--- src/rtl/mbf_pkg.sv ---
package mbf_pkg;
  localparam int LEN_W     = 32;
  localparam int BLK_WORDS = 16;
  localparam int IDX_W     = $clog2(BLK_WORDS);

  typedef enum logic [1:0] {ST_IDLE, ST_LOAD, ST_EMIT} feed_state_t;

  // little-endian storage word -> big-endian message word
  function automatic logic [31:0] swap_bytes(input logic [31:0] d);
    return {d[7:0], d[15:8], d[23:16], d[31:24]};
  endfunction

  // total stream words: 16 * (((n + 8) >> 6) + 1)
  function automatic logic [LEN_W-1:0] words_for(input logic [LEN_W-1:0] n);
    logic [LEN_W:0] blocks;
    blocks = (({1'b0, n} + (LEN_W+1)'(8)) >> 6) + (LEN_W+1)'(1);
    return blocks[LEN_W-1:0] << IDX_W;
  endfunction

  // does stream word k carry any message byte
  function automatic logic needs_read(input logic [LEN_W-1:0] k,
                                      input logic [LEN_W-1:0] full,
                                      input logic [1:0] rem);
    return (k < full) || ((k == full) && (rem != 2'd0));
  endfunction

  // partial last word: keep rem bytes, then marker, then zeros
  function automatic logic [31:0] tail_word(input logic [31:0] s, input logic [1:0] rem);
    logic [31:0] t;
    case (rem)
      2'd1:    t = {s[31:24], 8'h80, 16'h0000};
      2'd2:    t = {s[31:16], 8'h80, 8'h00};
      2'd3:    t = {s[31:8], 8'h80};
      default: t = 32'h8000_0000;
    endcase
    return t;
  endfunction
endpackage

--- src/rtl/mbf_word_former.sv ---
module mbf_word_former
  import mbf_pkg::*;
(
  input  logic [LEN_W-1:0] k_idx,
  input  logic [LEN_W-1:0] full_words,
  input  logic [1:0]       rem_bytes,
  input  logic [LEN_W-1:0] total_words,
  input  logic [LEN_W-1:0] byte_len,
  input  logic [31:0]      rdata,
  output logic [31:0]      word,
  output logic             needs_mem,
  output logic             is_len_word
);
  logic [63:0] bit_len;
  logic [31:0] swapped;
  logic        len_hi, len_lo;

  assign bit_len  = {{(64-LEN_W-3){1'b0}}, byte_len, 3'b000};
  assign swapped  = swap_bytes(rdata);
  assign len_hi   = (k_idx == total_words - LEN_W'(2));
  assign len_lo   = (k_idx == total_words - LEN_W'(1));
  assign is_len_word = len_hi || len_lo;
  assign needs_mem   = needs_read(k_idx, full_words, rem_bytes);

  always_comb begin
    if (k_idx < full_words)       word = swapped;
    else if (k_idx == full_words) word = tail_word(swapped, rem_bytes);
    else if (len_hi)              word = bit_len[63:32];
    else if (len_lo)              word = bit_len[31:0];
    else                          word = 32'h0;
  end
endmodule

--- src/rtl/mbf_seq_ctrl.sv ---
module mbf_seq_ctrl
  import mbf_pkg::*;
#(
  parameter int MEM_AW = 16
) (
  input  logic              clk,
  input  logic              rst_n,
  input  logic              start,
  input  logic [31:0]       msg_base,
  input  logic [LEN_W-1:0]  msg_bytes,
  input  logic              blk_ready,
  output logic [MEM_AW-1:0] mem_addr,
  output logic              blk_valid,
  output logic              busy,
  output logic              blk_last,
  output logic [IDX_W-1:0]  blk_idx,
  output logic [LEN_W-1:0]  k_q,
  output logic [LEN_W-1:0]  full_q,
  output logic [1:0]        rem_q,
  output logic [LEN_W-1:0]  total_q,
  output logic [LEN_W-1:0]  bytes_q
);
  feed_state_t       st;
  logic [MEM_AW-1:0] base_q;
  logic              fire, final_word;
  logic [LEN_W-1:0]  k_next;

  assign fire       = blk_valid && blk_ready;
  assign final_word = (k_q == total_q - LEN_W'(1));
  assign k_next     = k_q + LEN_W'(1);

  always_ff @(posedge clk or negedge rst_n) begin
    if (!rst_n) begin
      st      <= ST_IDLE;
      base_q  <= '0;
      k_q     <= '0;
      full_q  <= '0;
      rem_q   <= '0;
      total_q <= '0;
      bytes_q <= '0;
    end else begin
      case (st)
        ST_IDLE: if (start) begin
          base_q  <= msg_base[MEM_AW-1:0];
          bytes_q <= msg_bytes;
          full_q  <= msg_bytes >> 2;
          rem_q   <= msg_bytes[1:0];
          total_q <= words_for(msg_bytes);
          k_q     <= '0;
          st      <= needs_read('0, msg_bytes >> 2, msg_bytes[1:0]) ? ST_LOAD : ST_EMIT;
        end
        ST_LOAD: st <= ST_EMIT;
        ST_EMIT: if (blk_ready) begin
          if (final_word) st <= ST_IDLE;
          else begin
            k_q <= k_next;
            st  <= needs_read(k_next, full_q, rem_q) ? ST_LOAD : ST_EMIT;
          end
        end
        default: st <= ST_IDLE;
      endcase
    end
  end

  assign mem_addr  = base_q + k_q[MEM_AW-1:0];
  assign blk_valid = (st == ST_EMIT);
  assign busy      = (st != ST_IDLE);
  assign blk_idx   = k_q[IDX_W-1:0];
  assign blk_last  = busy && (k_q >= total_q - LEN_W'(BLK_WORDS));

  // a stalled word keeps its address and stays offered
  p_stall_hold_r8: assert property (@(posedge clk) disable iff (!rst_n)
    blk_valid && !blk_ready |=> blk_valid && $stable(mem_addr) && $stable(k_q));
  // accepting the final word ends the message
  p_finish_r1: assert property (@(posedge clk) disable iff (!rst_n)
    fire && final_word |=> !busy);
  // after word 15 of a non-final block the index wraps
  p_idx_wrap_r1: assert property (@(posedge clk) disable iff (!rst_n)
    fire && !final_word && (blk_idx == IDX_W'(BLK_WORDS-1)) |=> blk_idx == '0);
  // a start pulse while busy leaves the latched message alone
  p_start_ignored_r9: assert property (@(posedge clk) disable iff (!rst_n)
    busy && start |=> $stable(total_q) && $stable(base_q) && $stable(bytes_q));
endmodule

--- src/rtl/msg_block_feeder.sv ---
module msg_block_feeder
  import mbf_pkg::*;
#(
  parameter int MEM_AW = 16
) (
  input  logic              clk,
  input  logic              rst_n,
  input  logic              start,
  input  logic [31:0]       msg_base,
  input  logic [31:0]       msg_bytes,
  output logic [MEM_AW-1:0] mem_addr,
  input  logic [31:0]       mem_rdata,
  output logic              blk_valid,
  input  logic              blk_ready,
  output logic [31:0]       blk_word,
  output logic [IDX_W-1:0]  blk_idx,
  output logic              blk_last,
  output logic              busy
);
  logic [LEN_W-1:0] k_q, full_q, total_q, bytes_q;
  logic [1:0]       rem_q;
  logic             needs_mem, is_len_word;

  mbf_seq_ctrl #(.MEM_AW(MEM_AW)) u_ctrl (
    .clk(clk), .rst_n(rst_n), .start(start), .msg_base(msg_base),
    .msg_bytes(msg_bytes), .blk_ready(blk_ready), .mem_addr(mem_addr),
    .blk_valid(blk_valid), .busy(busy), .blk_last(blk_last), .blk_idx(blk_idx),
    .k_q(k_q), .full_q(full_q), .rem_q(rem_q), .total_q(total_q), .bytes_q(bytes_q)
  );

  mbf_word_former u_form (
    .k_idx(k_q), .full_words(full_q), .rem_bytes(rem_q), .total_words(total_q),
    .byte_len(bytes_q), .rdata(mem_rdata), .word(blk_word),
    .needs_mem(needs_mem), .is_len_word(is_len_word)
  );

  // the length words never come from memory
  p_len_no_read_r6: assert property (@(posedge clk) disable iff (!rst_n)
    blk_valid && is_len_word |-> !needs_mem);
  // the length field always lands in the final block
  p_len_in_last_r7: assert property (@(posedge clk) disable iff (!rst_n)
    blk_valid && is_len_word |-> blk_last);
  // a stalled word keeps its value
  p_stall_word_r8: assert property (@(posedge clk) disable iff (!rst_n)
    blk_valid && !blk_ready |=> $stable(blk_word));
endmodule

--- config.mk ---
export PLATFORM = sky130hd
export DESIGN_NAME = msg_block_feeder
export DESIGN_NICKNAME = d
export VERILOG_FILES = /design/src/rtl/mbf_pkg.sv /design/src/rtl/mbf_word_former.sv /design/src/rtl/mbf_seq_ctrl.sv /design/src/rtl/msg_block_feeder.sv
export SDC_FILE = /design/constraint.sdc
export NUM_CORES = 1
export LEC_CHECK = 0
export CAP_MARGIN = 20
export CORE_MARGIN = 2
export CORE_UTILIZATION = 46
export DETAILED_ROUTE_END_ITERATION = 10
export DONT_BUFFER_PORTS = 1
export GPL_TIMING_DRIVEN = 0
export MAX_ROUTING_LAYER = met4
export SLEW_MARGIN = 20
export SYNTH_ARGS = -nofsm -noshare
export SYNTH_HDL_FRONTEND = slang
export SYNTH_SLANG_ARGS = --single-unit
--- constraint.sdc ---
create_clock -name clk -period 3.95 [get_ports clk]
set_input_delay 0.1975 -clock clk [delete_from_list [all_inputs] [get_ports clk]]
set_output_delay 0.1975 -clock clk [all_outputs]
set_load 0.01 [all_outputs]
==> impl_metrics.tcl <==
set metrics [dict create \
    ys_warn_count 0 \
    synth_area_per_cell_um2 8.203 \
    p_clk_frac 0.160 \
    wl_per_cell_um 21.38 \
    slew_headroom 0.3024 \
    clock_skew_ns 0.007108 \
    grt_antenna_before_repair 0 \
    io_pins 155 \
    clk_pin_slew_ns 0.08 \
    synthTopCellsByArea "dfrtp_1 30%, ha_1 15%, nand2_1 7.3%" \
    setup_viol_count_final 66 \
    end_kind "output port" \
    grt_pass1_vias 8520 \
    cts_inserted_buffers 9 \
    grt_pass1_wl_um 48570 \
    hold_viol 0 \
    power_uw 6219 \
    p_int_uw 3363 \
    seqPwrFrac 0.307 \
    drive_gt1_frac 0.1818 \
    grt_max_degree 111 \
    synth_top_area_share 0.2967 \
    hold_slack_ns 0.01720 \
    synth_edf_count 0 \
    drc 0 \
    yosysSeqAreaShare 0.2967 \
    gp_congestion 0.9531 \
    clock_latency_ns 0.37 \
    p_leak_uw 0.005437 \
    area_delta_synth_final_pct 27.59 \
    row_count 51 \
    io_buffers 0 \
    ys.flop_type "dfrtp_1" \
    viasPerCell 5.983 \
    grt_usage 0.3023 \
    initial_utilization 0.4721 \
    cts_sinks 110 \
    rsz0062_at_grt "yes" \
    power_density_nw_per_um2 525.4 \
    drt_wl_total_um 32010 \
    syn_nets 1340 \
    finalMaxSlewViolations 0 \
    first_pass_iters 5 \
    die_y_um 146.0 \
    yosysTopAreaCell "dfrtp_1" \
    utilization 0.6023 \
    swShare 0.4593 \
    violations "setup timing" \
    worst_slack_ns -0.7492 \
    peakVddDrop_mv 0.3070 \
    ys_seq_elements 110 \
    worstPathArrival_ns 4.50 \
    synthArstFlopShare 1.000 \
    fin_crit_ns 4.699 \
    worstSetupStartpointType "flip-flop" \
    cts_tree "built" \
    dp.cells 1396 \
    critPathKind "flip-flop to output port" \
    dp_hpwl_um 23020 \
    maxCapViolations 0 \
    htree_levels 3 \
    clock_path_buffers 2 \
    tightest_slew_ns 1.043 \
    critPathRequiredTime_ns 3.75 \
    finalCritPeriodShare 1.190 \
    status "finished with violations" \
    netlist_area_um2 9278 \
    antenna_cells 0 \
    die_w_um 146.0 \
    crit_fanout 5 \
    core_um2 19650 \
    combPwrFrac 0.533 \
    stdcell_count 1497 \
    cts-root-buf "clkbuf_16" \
    nFillCells 1784 \
    ant_nets 0 \
    syn_inst 1131 \
    num-nets-final 1436 \
    max_freq_mhz 212.8 \
    drtIter0Drc 618 \
    hold_path_class "input pin to flip-flop" \
    ys_types 66 \
    switching_power_uw 2856 \
    die-area_um2 21320 \
    grt_remaining_overflow 0 \
    final.setup.tns_ns -29.37 \
    num_vias 8956 \
]
==> cell families after synthesis <==
family	synth area share
and+or+nand+nor	0.2272
AOI/OAI and AO/OA	0.1953
adders and majority gates	0.1489
DFF	0.2967
buffers and inverters	0.04599
xor gates and xnor gates	0.08591
==> final timing paths <==
check	start	to	slack (ns)	depth (start not counted)
hold / removal	msg_bytes[30]	u_ctrl.total_q[28]$_DFFE_PN0P_	0.02	2
min in group asynchronous	rst_n	u_ctrl.base_q[6]$_DFFE_PN0P_	0.42	2
max in group asynchronous	rst_n	u_ctrl.k_q[1]$_DFFE_PN0P_	3.02	2
setup reg to reg	u_ctrl.total_q[5]$_DFFE_PN0P_	u_ctrl.k_q[1]$_DFFE_PN0P_	-0.32	17
hold reg to reg	u_ctrl.base_q[2]$_DFFE_PN0P_	u_ctrl.base_q[2]$_DFFE_PN0P_	0.48	2
setup / recovery	u_ctrl.total_q[5]$_DFFE_PN0P_	blk_word[17]	-0.75	17
==> area by class of cell <==
class | count | area, µm² | area share
timing repair buffer | 90 | 927.1 | 0.07832
tap | 265 | 331.6 | 0.02801
multi-input combinational | 913 | 6969 | 0.5887
clock buffer | 10 | 239.0 | 0.02019
inverter | 67 | 256.5 | 0.02167
sequential | 110 | 2760 | 0.2332
clock inverter | 6 | 71.32 | 0.006025
buffer | 36 | 282.8 | 0.02389
==> Yosys cell counts, drive strengths merged (3+ instances only) <==
master   instances
clkbuf          33
buf              8
or3             15
o21bai           3
a211oi          14
nor2b            8
nand2          181
inv             67
nor3            24
o21a             6
and3            12
nand2b           8
nand3           34
o21ai          112
a21oi           40
nor2            46
o22ai            7
ha             108
a21o            33
nand4           30
o211ai           4
a22o            18
or2              9
a31oi            9
and2            10
xnor2           61
o2bb2ai          8
dfrtp          110
xor2            30
or4              6
nor4            27
nor3b            7
o221a            3
and4             9
o31ai            9
==> state kept, by name, indices dropped and copies added, names as in the netlist <==
| signal | cells |
|---|---|
| u_ctrl.bytes_q | 32 |
| u_ctrl.k_q | 32 |
| u_ctrl.total_q | 28 |
| u_ctrl.base_q | 16 |
| u_ctrl.st | 2 |
==> power groups by stage <==
stage / sequential, µW / combinational, µW / clock [µW]
after floorplan: 1770 / 1900 / 0
after global placement: 1860 / 2510 / 0
after detailed placement: 1880 / 2560 / 0
after CTS: 1880 / 3070 / 1000
after global routing: 1950 / 3630 / 1040
final: 1910 / 3320 / 996
==> placed cells by master (no fill, tap or decap), types with 21 or more instances in the layout <==
cell type	instances
clkbuf_1	21
nand3_1	31
xnor2_1	61
ha_1	108
dlygate4sd3_1	40
inv_1	66
nand2_1	163
a21o_1	33
a21oi_1	34
dfrtp_1	104
nor2_1	42
xor2_1	30
buf_4	32
nand4_1	30
o21ai_0	78
==> through the flow <==
step           area (µm²)  setup slack, ns
6_report            11840          -0.7492
5_1_grt             11840          -0.9001
4_1_cts             11280          -0.7632
3_5_place_dp         9692           -1.461
3_3_place_gp         9684           -1.479
2_1_floorplan        9353         0.006707
==> worst max-delay path: stages (launching register included) <==
cell      delay [ns]
dfrtp_1         0.40
or4_4           0.54
nand2b_4        0.17
or3_4           0.36
nand2b_4        0.18
nand2b_4        0.17
nor3_4          0.13
xnor2_1         0.09
ha_1            0.29
nand4_1         0.19
nor4_4          0.37
nor3b_4         0.32
and3_4          0.26
inv_6           0.04
a21oi_4         0.15
buf_12          0.15
buf_12          0.14
a22o_4          0.17
==> metal layers <==
metal,global-route usage,up-vias,share of wire
met3,0.07438,47,0.084
met2,0.4401,328,0.43
met5,-,-,0
met4,0.09709,0,0.026
li1,-,4275,-
met1,0.4141,4306,0.46
==> repair_timing <==
action / in CTS / in global routing
gates resized for setup: 154 / 85
pin swaps: 26 / 25
setup buffers: 23 / 21
hold buffers: 41 / 0
setup endpoints to repair: 67 / 67
gates cloned: 5 / 1
endpoints found under the hold margin: 150 / 0
No activity file was read; power rests on OpenSTA's default activity.
